$ cat src/rtl/hkf_pkg.sv
package hkf_pkg;
   localparam int unsigned HKF_SEL_W     = 4;
   localparam int unsigned HKF_TOP_STATE = 5;
   localparam int unsigned HKF_SYNC_LEN  = 2;

   typedef enum logic {
      LVL_LOW  = 1'b0,
      LVL_HIGH = 1'b1
   } hkf_level_e;
endpackage

$ cat src/rtl/hkf_sync.sv
module hkf_sync #(
   parameter int unsigned STAGES = hkf_pkg::HKF_SYNC_LEN
) (
   input  logic clk,
   input  logic rst_n,
   input  logic d_in,
   output logic q_out
);
   generate
      if (STAGES == 0) begin : g_pass
         assign q_out = d_in;
      end else begin : g_chain
         logic [STAGES-1:0] sh_q;
         always_ff @(posedge clk or negedge rst_n) begin
            if (!rst_n) begin
               sh_q <= '0;
            end else begin
               sh_q[0] <= d_in;
               for (int i = 1; i < int'(STAGES); i++) begin
                  sh_q[i] <= sh_q[i-1];
               end
            end
         end
         assign q_out = sh_q[STAGES-1];
      end
   endgenerate
endmodule

$ cat src/rtl/hkf_divider.sv
module hkf_divider #(
   parameter int unsigned SEL_W = hkf_pkg::HKF_SEL_W
) (
   input  logic             clk,
   input  logic             rst_n,
   input  logic             tick_in,
   input  logic [SEL_W-1:0] sel,
   output logic             step_o
);
   localparam logic [SEL_W-1:0] ONE  = {{(SEL_W-1){1'b0}}, 1'b1};
   localparam logic [SEL_W-1:0] ZERO = '0;

   logic [SEL_W-1:0] remain_q;
   logic             bypass;
   logic             expired;

   assign bypass  = (sel == ZERO);
   assign expired = (remain_q == ZERO);
   assign step_o  = tick_in && !bypass && expired;

   always_ff @(posedge clk or negedge rst_n) begin
      if (!rst_n) begin
         remain_q <= ZERO;
      end else if (bypass) begin
         remain_q <= ZERO;
      end else if (tick_in) begin
         if (expired) remain_q <= sel - ONE;
         else         remain_q <= remain_q - ONE;
      end
   end
endmodule

$ cat src/rtl/hkf_integrator.sv
module hkf_integrator #(
   parameter int unsigned TOP_STATE = hkf_pkg::HKF_TOP_STATE,
   localparam int unsigned CNT_W    = $clog2(TOP_STATE + 1)
) (
   input  logic             clk,
   input  logic             rst_n,
   input  logic             clr,
   input  logic             step,
   input  logic             up,
   output logic [CNT_W-1:0] level_q,
   output logic             state_q
);
   localparam logic [CNT_W-1:0] TOP_C = CNT_W'(TOP_STATE);
   localparam logic [CNT_W-1:0] BOT_C = '0;
   localparam logic [CNT_W-1:0] INC_C = {{(CNT_W-1){1'b0}}, 1'b1};

   logic [CNT_W-1:0] level_d;
   logic             state_d;

   always_comb begin
      level_d = level_q;
      if (up && level_q != TOP_C)      level_d = level_q + INC_C;
      else if (!up && level_q != BOT_C) level_d = level_q - INC_C;
      state_d = state_q;
      if (level_d == TOP_C)      state_d = hkf_pkg::LVL_HIGH;
      else if (level_d == BOT_C) state_d = hkf_pkg::LVL_LOW;
   end

   always_ff @(posedge clk or negedge rst_n) begin
      if (!rst_n) begin
         level_q <= BOT_C;
         state_q <= hkf_pkg::LVL_LOW;
      end else if (clr) begin
         level_q <= BOT_C;
         state_q <= hkf_pkg::LVL_LOW;
      end else if (step) begin
         level_q <= level_d;
         state_q <= state_d;
      end
   end
endmodule

$ cat src/rtl/hyst_key_filter.sv
module hyst_key_filter #(
   parameter int unsigned SEL_W     = hkf_pkg::HKF_SEL_W,
   parameter int unsigned TOP_STATE = hkf_pkg::HKF_TOP_STATE,
   parameter int unsigned SYNC_LEN  = hkf_pkg::HKF_SYNC_LEN
) (
   input  logic             clk,
   input  logic             rst_n,
   input  logic             tick_1k,
   input  logic [SEL_W-1:0] rate_sel,
   input  logic             raw_in,
   output logic             filt_out
);
   localparam int unsigned CNT_W = $clog2(TOP_STATE + 1);

   generate
      if (SEL_W < 1 || SEL_W > 8) begin : g_bad_sel
         $error("hyst_key_filter: SEL_W out of range");
      end
      if (TOP_STATE < 1) begin : g_bad_top
         $error("hyst_key_filter: TOP_STATE must be at least 1");
      end
   endgenerate

   logic             in_sync;
   logic             step;
   logic             bypass;
   logic [CNT_W-1:0] level_q;
   logic             state_q;

   assign bypass = (rate_sel == '0);

   hkf_sync #(.STAGES(SYNC_LEN)) u_sync (
      .clk   (clk),
      .rst_n (rst_n),
      .d_in  (raw_in),
      .q_out (in_sync)
   );

   hkf_divider #(.SEL_W(SEL_W)) u_div (
      .clk     (clk),
      .rst_n   (rst_n),
      .tick_in (tick_1k),
      .sel     (rate_sel),
      .step_o  (step)
   );

   hkf_integrator #(.TOP_STATE(TOP_STATE)) u_int (
      .clk     (clk),
      .rst_n   (rst_n),
      .clr     (bypass),
      .step    (step),
      .up      (in_sync),
      .level_q (level_q),
      .state_q (state_q)
   );

   assign filt_out = bypass ? in_sync : state_q;
endmodule

$ cat config.mk
export PLATFORM = sky130hd
export DESIGN_NAME = hyst_key_filter
export DESIGN_NICKNAME = d
export VERILOG_FILES = /design/src/rtl/hkf_pkg.sv /design/src/rtl/hkf_sync.sv /design/src/rtl/hkf_divider.sv /design/src/rtl/hkf_integrator.sv /design/src/rtl/hyst_key_filter.sv
export SDC_FILE = /design/constraint.sdc
export NUM_CORES = 1
export LEC_CHECK = 0
export CAP_MARGIN = 20
export CORE_MARGIN = 1
export CORE_UTILIZATION = 25
export DETAILED_ROUTE_END_ITERATION = 6
export GPL_TIMING_DRIVEN = 1
export PLACE_DENSITY = 0.5
export SYNTH_ARGS = -nofsm -noshare
export SYNTH_HDL_FRONTEND = slang
export SYNTH_HIERARCHICAL = 1
export SYNTH_SLANG_ARGS = --single-unit
$ cat constraint.sdc
create_clock -name clk -period 1.5 [get_ports clk]
set_input_delay 0.3 -clock clk [delete_from_list [all_inputs] [get_ports clk]]
set_output_delay 0.3 -clock clk [all_outputs]
set_load 0.02 [all_outputs]
[Yosys cells after proc, flatten, opt, wreduce, memory -nomap -nowiden]
Index checks and enable logic that the tools add are counted.
Operators by class
  equality and inequality tests: 2
  reduce and logical (&&, ||, !) cells: 14
  $add $sub $neg: 4
  muxes and demuxes: 12
Operator list (number)
  3-bit 2-to-1 mux: 4
  4-bit 2-to-1 mux: 3
  4-bit logical NOT: 2
  4-bit by 1-bit subtractor with 4-bit output, second input constant: 2
  3-bit nonzero test: 2
  1-bit 2-to-1 mux: 5
  1-bit logical AND: 4
  2-bit nonzero test: 2
  3-bit by 1-bit adder with 3-bit output, second input constant: 1
  3-bit equality test, second input constant: 1
  3-bit logical NOT: 1
  3-bit inequality test, second input constant: 1
  3-bit by 1-bit subtractor with 3-bit output, second input constant: 1
  1-bit logical NOT: 2
  2-bit AND reduction: 1
Word-level totals
  output and inout port bits: 1
  bits of input ports: 8
  logic and storage cells: 36
  register bits: 10

[Logic depth before layout (Yosys ltp)]
  word-level depth: 9
  depth in mapped cells: 8

[Cells and area by module]
The synthesis kept the hierarchy.
Modules (own cells, without submodules)
  hkf_integrator: area an instance 330.3 µm², sequential area each 100.1 µm², instances 1, cells each 39
  hkf_divider: area an instance 300.3 µm², sequential area each 100.1 µm², instances 1, cells each 32
  hkf_sync: area an instance 50.0 µm², sequential area each 50.0 µm², instances 1, cells each 2
  hyst_key_filter: area an instance 23.8 µm², sequential area each 0.0 µm², instances 1, cells each 2

[Worst setup path before layout]
Ideal clock, no wire load.
  path type: flip-flop to flip-flop
  start point: register u_div.remain_q[2]
  end point: register u_int.state_q
  path slack: -0.127 ns
  clock period less this slack: 1.627 ns
  arrival time: 1.483 ns
  required time: 1.357 ns
  cell stages (with the launch flop): 9
  cells stage by stage: dfrtp_1 > nor2_1 > nand3_1 > nor3_1 > inv_1 > a31oi_1 > and3_1 > nand2b_1 > a31oi_1
On the way
  word-level cells in the longest chain between the ends: 4
Ends and longest elaborated chain
  from (decl): line hkf_divider.sv:13  | logic [SEL_W-1:0] remain_q;
  from (signal assigned): line hkf_divider.sv:27  | if (expired) remain_q <= sel - ONE;
  from (signal assigned): line hkf_divider.sv:28  | else remain_q <= remain_q - ONE;
  4-bit logical NOT: line hkf_divider.sv:18  | assign expired = (remain_q == ZERO);
  1-bit logical AND: line hkf_divider.sv:19  | assign step_o = tick_in && !bypass && expired;
  via step: line hyst_key_filter.sv:25  | logic step;
  2-bit nonzero test (no source line)
  2-bit AND reduction (no source line)
  to (signal assigned): line hkf_integrator.sv:32  | state_q <= hkf_pkg::LVL_LOW;
  to (signal assigned): line hkf_integrator.sv:35  | state_q <= hkf_pkg::LVL_LOW;
  to (signal assigned): line hkf_integrator.sv:38  | state_q <= state_d;
  to (decl): line hkf_integrator.sv:11  | output logic state_q
The timed path passes the listed nets, and every way through them passes these cells.
A chain may end at the register's enable or synchronous reset.

[Worst setup path in the final report]
  start point: input port tick_1k
  end point: register u_int.state_q
On the way
  word-level cells in the longest chain between the ends: 4
Ends and longest elaborated chain
  from (decl): line hyst_key_filter.sv:8  | input logic tick_1k,
  1-bit logical AND (2 in series): line hkf_divider.sv:19
  via step: line hyst_key_filter.sv:25
  2-bit nonzero test (no source line)
  2-bit AND reduction (no source line)
The timed path passes the listed nets, and every way through them passes these cells.

==> impl_metrics.ini <==
[drt]
wirelength_mm = 1.66
first_pass_iters = 3
avgRoutedWirePerCell_um = 12.1
drc = 0
ant_nets = 0
avgViaCountPerCell = 4.81
drt_iter0_markers = 11
vias = 664

[yosys]
synth.distinct_cells = 28
synth_top_area_share = 0.355
yosys_register_bits = 10
netlist_area_um2 = 704
yosys_warnings = 6
avgSynthCellArea_um2 = 9.39
synth_cells = 75
yosys-top-cells-area = dfrtp_1, ha_1, nand2_1
yosysSeqAreaShare = 0.355
yosys.area.top_type = dfrtp_1
syn_nets = 88

[global_routing]
grt_overflow = 0
grt_max_degree = 11
track_usage = 0.134
busiest_layer = met2
grtUsageMet2 = 0.209
grt_use_met3 = 0.0492
met1_usage = 0.163
antenna_found_initial = 0
grt_pass1_vias = 648
grt_pass1_wl_mm = 2.75

[clocking]
cts.sinks = 10
cts.clk_slew.worst_paths_ns = 0.06
cts_inserted_buffers = 3
insertion_delay_ns = 0.27
cts_hold_buf = 0
cts_root_buffer = clkbuf_4
cts_tree = built
cts_max_level = 1
clockBufferDepth = 2

[timing]
finalMaxSlewViolations = 0
hold_violations = 0
tns_ns = -0.0338
rsz0062_at_grt = yes
slew_headroom = 0.679
finalCritPeriodShare = 1.02
tightest_slew_ns = 0.480
setup_viol = 1
timing.final.crit_period_ns = 1.53
fmax_ghz = 0.652
finClkSkew_ns = 0.00308
setup_ws_ns = -0.0338

[critical_path]
path_max_fanout = 3
required_ns = 1.66
cp-end-kind = register
path_class = input pin to register
critPathArrivalTime_ns = 1.69
start_kind = input pin

[layout]
diodes = 0
fillers = 255
postLayoutCoreUtil = 0.431
syn2layout_area_growth_pct = 57.0
nets = 123
layout-drive-gt1-share = 0.454

[placement]
globalplace.congestion = 0.761
dpl_worst_slack_ns = -0.838
post-dp-hpwl_mm = 1.24
io_buffer_count = 8

[die]
die_y_um = 55.1
core_um2 = 2570
die_x_um = 55.1
start_util = 0.274
core.rowCount = 18
die_area_um2 = 3030
num_io_pins = 9

[status]
violations = setup timing
outcome = finished with violations

[hold_path]
hold_path_class = input pin to asynchronous set/reset pin

[flow_run]
maxCapViolations = 0

[power]
cellPowerDensity_nw_per_um2 = 1420
static-leakage-power_nw = 0.470
ir_drop_mv = 0.605
state kept, by name (all words and copies together) (netlist names):
signal / flops
u_int/level_q: 3
u_sync/g_chain.sh_q: 2
u_int/state_q: 1
u_div/remain_q: 4
what timing repair did:
item,4_1_cts,5_1_grt
resized for setup,28,10
endpoints found under the setup margin,5,5
pin swaps,1,6
buffers inserted,0,1
cell families after synthesis:
| kind of cell | synth area share |
|---|---|
| and+or+nand+nor | 0.289 |
| AOI/OAI and AO/OA | 0.165 |
| DFF | 0.355 |
| buffers and inverters | 0.0320 |
| adders and majority gates | 0.0888 |
| muxes | 0.0444 |
| xor gates and xnor gates | 0.0249 |
report_power, final:
part / internal [W] / switching [W]
clock network: 0.0000930 / 0.0000956
logic: 0.000502 / 0.000455
registers: 0.000354 / 0.0000758
total: 0.000949 / 0.000626
cell usage after synthesis:
| library cell | count |
|---|---|
| nor4b_4 | 1 |
| and2b_1 | 1 |
| nor3_1 | 3 |
| nand2b_1 | 2 |
| or2_1 | 1 |
| mux2i_1 | 2 |
| nand2_1 | 9 |
| nor2_1 | 6 |
| o21ai_1 | 2 |
| mux2_2 | 1 |
| o211ai_1 | 1 |
| nor4b_2 | 1 |
| a21oi_1 | 2 |
| a21oi_2 | 1 |
| nor4_2 | 2 |
| ha_1 | 5 |
| o311ai_1 | 1 |
| a311o_1 | 1 |
| nand2b_4 | 1 |
| xnor2_1 | 2 |
| a31oi_1 | 5 |
| o2bb2ai_1 | 1 |
| o22ai_1 | 1 |
| dfrtp_1 | 10 |
| and3_1 | 3 |
| nand3_1 | 2 |
| a211oi_1 | 2 |
| inv_1 | 6 |
path summary, 6_finish.rpt:
check                                        from                      to  slack [ns]  cells after the start
max                                       tick_1k           u_int/state_q       -0.03                      8
min                                         rst_n       u_div/remain_q[3]        0.35                      1
max reg2reg                     u_div/remain_q[3]           u_int/state_q       -0.03                      8
min reg2reg                u_sync/g_chain.sh_q[0]  u_sync/g_chain.sh_q[1]        0.35                      0
max in group asynchronous                   rst_n       u_div/remain_q[2]        0.82                      1
min in group clk           u_sync/g_chain.sh_q[0]  u_sync/g_chain.sh_q[1]        0.35                      0
stage by stage:
stage / total power, W / instances / area [um2] / hold slack (ns)
floorplan: 0.000899 / 75 / 712 / 0.00441
global placement: 0.00123 / 135 / 995 / 0.333
detailed placement: 0.00124 / 135 / 995 / 0.337
CTS: 0.00149 / 138 / 1050 / 0.351
global route: 0.00171 / 138 / 1110 / 0.363
finish: 0.00158 / 138 / 1110 / 0.349
worst max-delay path, stage by stage:
cell and delay [ns]:
clkdlybuf4s50_1 0.48, inv_1 0.06, nor3_2 0.21, inv_1 0.08, a31oi_1 0.16, and3_4 0.22, nand2b_1 0.10, a31oi_1 0.08
metal layers:
layer / part of all wire / up-vias
met4: 0.019 / 0
met1: 0.50 / 310
met2: 0.44 / 6
met5: 0 / -
met3: 0.032 / 5
li1: - / 343
layout by cell type (no fill, tap or decap), types with 2 or more instances in the layout:
cell type	synthesis	final
xnor2_1	2	2
ha_1	5	2
mux2i_1	2	2
o21ai_1	2	2
inv_1	6	4
clkdlybuf4s50_1	0	3
a211oi_1	2	2
nor3_2	0	2
nand2b_1	2	2
clkbuf_4	0	3
ha_4	0	2
dfrtp_1	10	10
inv_2	0	2
nand3_1	2	2
and3_1	3	2
a31oi_1	5	4
nor4_4	0	2
nor2_1	6	5
buf_4	0	21
nand2_1	9	8
a21oi_1	2	2
buf_6	0	4
final cells by class:
class,count,area [um2],area share
Clock buffer,3,22.5,0.0204
Multi-Input combinational cell,59,524,0.474
Sequential cell,10,250,0.226
Inverter,6,22.5,0.0204
Tap cell,30,37.5,0.0339
Timing Repair Buffer,30,249,0.225
(Power assumes the default switching activity.)
